File: config.mk
export PLATFORM = sky130hd
export DESIGN_NAME = status_flags_reg
export DESIGN_NICKNAME = d
export VERILOG_FILES = /design/src/rtl/status_flags_pkg.sv /design/src/rtl/status_alu_src.sv /design/src/rtl/status_next.sv /design/src/rtl/status_push_fmt.sv /design/src/rtl/status_flags_reg.sv
export SDC_FILE = /design/constraint.sdc
export NUM_CORES = 1
export LEC_CHECK = 0
export BUFFER_PORTS_ARGS = -buffer_cell sky130_fd_sc_hd__buf_4
export CORE_MARGIN = 2
export CORE_UTILIZATION = 30
export CTS_BUF_LIST = sky130_fd_sc_hd__clkbuf_2
export DETAILED_ROUTE_END_ITERATION = 8
export HOLD_SLACK_MARGIN = 0.08
export PLACE_DENSITY = 0.86
export SLEW_MARGIN = 20
export SYNTH_ARGS = -nofsm -noshare
export SYNTH_HDL_FRONTEND = slang
export SYNTH_SLANG_ARGS = --single-unit
File: constraint.sdc
create_clock -name clk -period 1.9 [get_ports clk]
set_input_delay 0.19 -clock clk [delete_from_list [all_inputs] [get_ports clk]]
set_output_delay 0.19 -clock clk [all_outputs]
set_load 0.05 [all_outputs]
File: src/rtl/status_flags_pkg.sv
package status_flags_pkg;
  localparam int STAT_W  = 8;
  localparam int POS_C   = 0;
  localparam int POS_Z   = 1;
  localparam int POS_I   = 2;
  localparam int POS_D   = 3;
  localparam int POS_TAG = 4;
  localparam int POS_ONE = 5;
  localparam int POS_V   = 6;
  localparam int POS_N   = 7;
  localparam logic [STAT_W-1:0] STORED_MASK = 8'hCF;
  localparam logic [STAT_W-1:0] RESET_VALUE = 8'h04;
endpackage

File: src/rtl/status_alu_src.sv
module status_alu_src
  import status_flags_pkg::*;
(
  input  logic [STAT_W-1:0] alu_result,
  input  logic              alu_carry,
  input  logic              alu_ovf,
  input  logic              bit_test,
  input  logic [STAT_W-1:0] mem_operand,
  input  logic              alu_we_n,
  input  logic              alu_we_z,
  input  logic              alu_we_c,
  input  logic              alu_we_v,
  output logic [STAT_W-1:0] alu_val,
  output logic [STAT_W-1:0] alu_we
);
  always_comb begin
    alu_val = '0;
    alu_we  = '0;
    alu_val[POS_C] = alu_carry;
    alu_val[POS_Z] = (alu_result == '0);
    alu_val[POS_V] = bit_test ? mem_operand[STAT_W-2] : alu_ovf;
    alu_val[POS_N] = bit_test ? mem_operand[STAT_W-1] : alu_result[STAT_W-1];
    alu_we[POS_C]  = alu_we_c;
    alu_we[POS_Z]  = alu_we_z;
    alu_we[POS_V]  = alu_we_v;
    alu_we[POS_N]  = alu_we_n;
  end
endmodule

File: src/rtl/status_next.sv
module status_next
  import status_flags_pkg::*;
(
  input  logic [STAT_W-1:0] cur,
  input  logic [STAT_W-1:0] alu_val,
  input  logic [STAT_W-1:0] alu_we,
  input  logic [STAT_W-1:0] flag_set,
  input  logic [STAT_W-1:0] flag_clr,
  input  logic              int_entry,
  input  logic              pull_en,
  input  logic [STAT_W-1:0] pull_data,
  output logic [STAT_W-1:0] nxt
);
  for (genvar b = 0; b < STAT_W; b++) begin : g_bit
    if (STORED_MASK[b]) begin : g_stored
      always_comb begin
        if (pull_en)                      nxt[b] = pull_data[b];
        else if (b == POS_I && int_entry) nxt[b] = 1'b1;
        else if (flag_set[b])             nxt[b] = 1'b1;
        else if (flag_clr[b])             nxt[b] = 1'b0;
        else if (alu_we[b])               nxt[b] = alu_val[b];
        else                              nxt[b] = cur[b];
      end
    end else begin : g_absent
      assign nxt[b] = 1'b0;
    end
  end
endmodule

File: src/rtl/status_push_fmt.sv
module status_push_fmt
  import status_flags_pkg::*;
(
  input  logic [STAT_W-1:0] cur,
  input  logic              push_source,
  output logic [STAT_W-1:0] push_byte
);
  always_comb begin
    push_byte          = cur & STORED_MASK;
    push_byte[POS_ONE] = 1'b1;
    push_byte[POS_TAG] = ~push_source;
  end
endmodule

File: src/rtl/status_flags_reg.sv
module status_flags_reg
  import status_flags_pkg::*;
#(
  parameter bit DECIMAL_MODE = 1'b1
) (
  input  logic              clk,
  input  logic              rst,
  input  logic [STAT_W-1:0] alu_result,
  input  logic              alu_carry,
  input  logic              alu_ovf,
  input  logic              bit_test,
  input  logic [STAT_W-1:0] mem_operand,
  input  logic              alu_we_n,
  input  logic              alu_we_z,
  input  logic              alu_we_c,
  input  logic              alu_we_v,
  input  logic [STAT_W-1:0] flag_set,
  input  logic [STAT_W-1:0] flag_clr,
  input  logic              int_entry,
  input  logic              pull_en,
  input  logic [STAT_W-1:0] pull_data,
  input  logic              push_source,
  output logic [STAT_W-1:0] push_byte,
  output logic [STAT_W-1:0] flags_q,
  output logic              irq_enable,
  output logic              decimal_en
);
  logic [STAT_W-1:0] alu_val, alu_we, nxt;

  status_alu_src u_alu_src (
    .alu_result (alu_result),
    .alu_carry  (alu_carry),
    .alu_ovf    (alu_ovf),
    .bit_test   (bit_test),
    .mem_operand(mem_operand),
    .alu_we_n   (alu_we_n),
    .alu_we_z   (alu_we_z),
    .alu_we_c   (alu_we_c),
    .alu_we_v   (alu_we_v),
    .alu_val    (alu_val),
    .alu_we     (alu_we)
  );

  status_next u_next (
    .cur      (flags_q),
    .alu_val  (alu_val),
    .alu_we   (alu_we),
    .flag_set (flag_set),
    .flag_clr (flag_clr),
    .int_entry(int_entry),
    .pull_en  (pull_en),
    .pull_data(pull_data),
    .nxt      (nxt)
  );

  always_ff @(posedge clk) begin
    if (rst) flags_q <= RESET_VALUE;
    else     flags_q <= nxt;
  end

  status_push_fmt u_push (
    .cur        (flags_q),
    .push_source(push_source),
    .push_byte  (push_byte)
  );

  assign irq_enable = ~flags_q[POS_I];

  if (DECIMAL_MODE) begin : g_dec_on
    assign decimal_en = flags_q[POS_D];
  end else begin : g_dec_off
    assign decimal_en = 1'b0;
  end
endmodule

==> flow_results.xml <==
<?xml version="1.0" encoding="UTF-8"?>
<metrics>
  <group name="synth">
    <metric name="combinational_family_with_the_most_area_after_synthesis" unit="">buffers and inverters</metric>
    <metric name="most_frequent_cell_after_synthesis" unit="">buf_4</metric>
    <metric name="synthArstFlopShare" unit="">0</metric>
    <metric name="synth_fa_ha_area_frac" unit="">0</metric>
    <metric name="synthFlopType" unit="">dfxtp_1</metric>
    <metric name="synth_common_cells" unit="">buf_4, dfxtp_1, inv_1, nor2_1, a21oi_1</metric>
    <metric name="number_of_register_bits_inferred_by_synthesis" unit="">6</metric>
    <metric name="yosysWarningCount" unit="">0</metric>
    <metric name="yosysTopAreaCell" unit="">dfxtp_1</metric>
    <metric name="syn-instance-count" unit="">54</metric>
    <metric name="post_synth_mux_area_share" unit="">0.0704</metric>
    <metric name="synth-compound-area-share" unit="">0.223</metric>
    <metric name="synth_seq_area_share" unit="">0.282</metric>
    <metric name="synthesis.area_per_instance" unit="µm²">7.90</metric>
    <metric name="number_of_enable_flip_flop_cells_after_synthesis" unit="">0</metric>
    <metric name="synthXorXnorAreaFrac" unit="">0</metric>
    <metric name="synth.area.top_cells" unit="">dfxtp_1, buf_4, mux2i_1</metric>
    <metric name="ys_types" unit="">20</metric>
    <metric name="yosysTopAreaCellShare" unit="">0.282</metric>
    <metric name="synthesis.area" unit="µm²">427</metric>
    <metric name="synth_simple_gate_area_share" unit="">0.152</metric>
  </group>
  <group name="worst_hold_path">
    <metric name="worstHoldPathCells" unit="">2</metric>
    <metric name="min_from" unit="">alu_we_z</metric>
    <metric name="worst_hold_path_type" unit="">in2reg</metric>
    <metric name="whs_endpoint" unit="">flags_q[1]</metric>
  </group>
  <group name="floorplan">
    <metric name="die_w" unit="µm">41.7</metric>
    <metric name="die_span_y" unit="µm">41.7</metric>
    <metric name="ioPinCount" unit="">70</metric>
    <metric name="die-area" unit="µm²">1740</metric>
    <metric name="core_region_area" unit="µm²">1320</metric>
    <metric name="start_util" unit="">0.324</metric>
    <metric name="fp-row-count" unit="">13</metric>
  </group>
  <group name="critical_path">
    <metric name="critical_path.slowest_cell" unit="">dfxtp_1</metric>
    <metric name="crit_path_start_kind" unit="">flop</metric>
    <metric name="crit_path_kind" unit="">reg2out</metric>
    <metric name="max_stage_delay" unit="ns">0.38</metric>
    <metric name="crit_buf_inv" unit="">2</metric>
    <metric name="cp.arrival" unit="ns">0.83</metric>
    <metric name="ff_to_ff_end" unit="">flags_q[1]</metric>
    <metric name="r2r.worst_path.cells" unit="">3</metric>
    <metric name="reg2reg_from" unit="">flags_q[1]</metric>
    <metric name="critical_path.top_delay_family" unit="">flip-flops</metric>
    <metric name="critical_path.endpoint_type" unit="">primary output</metric>
    <metric name="crit_fanout" unit="">4</metric>
    <metric name="setup.reg_to_reg.worst_slack" unit="ns">0.95</metric>
    <metric name="timing.critical_path.cells" unit="">inv_1 -&gt; buf_4</metric>
    <metric name="critical_path_required" unit="ns">1.71</metric>
  </group>
  <group name="sta">
    <metric name="timing.final.setup_violations" unit="">0</metric>
    <metric name="maxClockFrequency" unit="MHz">984</metric>
    <metric name="finalHoldViolations" unit="">0</metric>
    <metric name="finalCritPeriodShare" unit="">0.535</metric>
    <metric name="layout_min_cycle_time" unit="ns">1.02</metric>
    <metric name="final.setup.tns" unit="ns">0</metric>
    <metric name="setup_ws" unit="ns">0.884</metric>
    <metric name="worst_clock_skew" unit="ns">0</metric>
    <metric name="grt_setup_unrepaired" unit="">no</metric>
    <metric name="slew_violations" unit="">0</metric>
  </group>
  <group name="layout">
    <metric name="largest_reg_flops" unit="">6</metric>
    <metric name="regs_by_ff_count" unit="">flags_q (6)</metric>
    <metric name="final_nets" unit="">155</metric>
    <metric name="fill_cells" unit="">122</metric>
    <metric name="area_delta_synth_final" unit="%">83.6</metric>
    <metric name="area_used_by_multi_input_combinational_logic" unit="µm²">201</metric>
    <metric name="drive_gt1_frac" unit="">0.564</metric>
    <metric name="antennaDiodeCount" unit="">0</metric>
    <metric name="total_area_of_sequential_cells" unit="µm²">120</metric>
    <metric name="regMostFlops" unit="">flags_q</metric>
  </group>
  <group name="pwr">
    <metric name="power.share.sequential" unit="">0.312</metric>
    <metric name="intPower" unit="µW">275</metric>
    <metric name="sw_frac_of_total" unit="">0.402</metric>
    <metric name="switching_power" unit="µW">185</metric>
    <metric name="ir_drop" unit="µV">294</metric>
    <metric name="cellLeakagePower" unit="nW">0.434</metric>
    <metric name="comb_power_share" unit="">0.493</metric>
    <metric name="total_power" unit="µW">459</metric>
    <metric name="pwr-share-clk" unit="">0.195</metric>
    <metric name="p_per_area" unit="nW/µm²">587</metric>
  </group>
  <group name="grt">
    <metric name="grt_pass1_wl" unit="µm">1900</metric>
    <metric name="grt.total_usage" unit="">0.145</metric>
    <metric name="number_of_antenna_violations_at_the_first_check_in_global_routing" unit="">0</metric>
    <metric name="grt_max_degree" unit="">14</metric>
    <metric name="gr-total-overflow" unit="">0</metric>
    <metric name="first_global_vias" unit="">495</metric>
  </group>
  <group name="clocking">
    <metric name="ctsResizeCount" unit="">0</metric>
    <metric name="cts_hold_buf" unit="">0</metric>
    <metric name="tritoncts.num_buffers" unit="">3</metric>
    <metric name="cts_htree_levels" unit="">1</metric>
    <metric name="clk_path_buf_depth" unit="">2</metric>
    <metric name="clkSinkCount" unit="">6</metric>
    <metric name="post-cts-setup-buffers" unit="">0</metric>
    <metric name="clk_pin_slew_worst_paths" unit="ns">0.06</metric>
    <metric name="cts_tree" unit="">done</metric>
    <metric name="clock-root-buffer" unit="">clkbuf_2</metric>
    <metric name="latest_clock_arrival_within_the_worst_skew_pair" unit="ns">0.22</metric>
  </group>
  <group name="detailed_routing">
    <metric name="detail_route.wirelength" unit="µm">1140</metric>
    <metric name="drc_errors" unit="">0</metric>
    <metric name="wl_per_cell" unit="µm">9.86</metric>
    <metric name="dr.first_iter.drc_count" unit="">1</metric>
    <metric name="vias_after_detailed_routing" unit="">528</metric>
    <metric name="drtAntennaViolNets" unit="">0</metric>
    <metric name="detailedRoute.firstPassIterationCount" unit="">2</metric>
    <metric name="met3_wirelength" unit="µm">199</metric>
    <metric name="detailroute.wirelength.met2" unit="µm">539</metric>
    <metric name="highest_layer" unit="">met4</metric>
    <metric name="dr_vias_cell" unit="">4.55</metric>
    <metric name="routedLengthMet1" unit="µm">402</metric>
  </group>
  <group name="outcome">
    <metric name="outcome" unit="">complete, no violations</metric>
  </group>
  <group name="place">
    <metric name="gp_congestion" unit="">0.673</metric>
    <metric name="placement_setup_slack" unit="ns">0.945</metric>
    <metric name="dp_hpwl" unit="µm">1010</metric>
    <metric name="placement.io_buffers" unit="">54</metric>
  </group>
  <group name="run">
    <metric name="count_of_max_cap_constraint_violations" unit="">0</metric>
  </group>
</metrics>
-- worst reg2reg max path, cell delays in order, from the launching register on --
cell	delay, ns
dfxtp_1	0.36
o21bai_1	0.08
a221o_1	0.31
a31oi_1	0.13
-- routing by layer --
metal	up-vias	GRT usage
met5	-	0
met4	0	0.0774
met3	2	0.0739
met2	44	0.241
met1	214	0.147
li1	268	-
-- area by class of cell --
class / instances / share of cell area
timing repair buffer: 54 / 0.518
sequential: 6 / 0.153
inverter: 6 / 0.0288
tap: 15 / 0.0240
multi-input combinational: 32 / 0.257
clock buffer: 3 / 0.0192
-- cells in the final DEF (no fill, tap or decap) --
cell type and count:
buf_4 54, inv_1 6, nor2_1 5, o31a_1 3, a221o_1 1, a211oi_1 1, nand2_1 1, mux2i_1 3
clkbuf_2 3, nor4_1 3, o21bai_1 1, conb_1 3, a21oi_1 4, nor3_1 1, a31oi_1 1, a211o_1 1
dfxtp_1 6, nor2b_1 1, nand2b_1 2, a221oi_1 1
-- stage by stage --
step                hold slack (ns)  cell area (µm²)   util  cells
global placement              0.382              768  0.583    113
finish                        0.154              783  0.594    116
detailed placement            0.387              768  0.583    113
CTS                           0.135              783  0.594    116
floorplan                     0.269              430      -     55
global route                  0.128              783  0.594    116
-- power groups by stage --
stage | clock network, mW | logic (mW) | registers [mW]
after floorplan | 0 | 0.113 | 0.179
after global placement | 0 | 0.226 | 0.146
after detailed placement | 0 | 0.229 | 0.147
after CTS | 0.0963 | 0.229 | 0.144
after global routing | 0.107 | 0.239 | 0.145
final | 0.0895 | 0.227 | 0.143
-- worst max path at each step --
stage	from	end	slack, ns	depth (start not counted)
6_report	flags_q[2]	irq_enable	0.88	2
3_3_place_gp	flag_clr[1]	flags_q[1]	0.96	4
3_5_place_dp	flag_clr[1]	flags_q[1]	0.94	4
5_1_grt	flags_q[2]	irq_enable	0.81	2
2_1_floorplan	flags_q[1]	flags_q[1]	0.64	3
4_1_cts	flags_q[2]	irq_enable	0.87	2
-- cells by family (layout without fill, tap and decap cells) --
group,count (synthesis),in the layout
muxes,3,3
and+or+nand+nor,13,13
other,2,3
AOI/OAI and AO/OA,13,13
DFF,6,6
buffers and inverters,17,63
No activity file was read; power rests on OpenSTA's default activity.
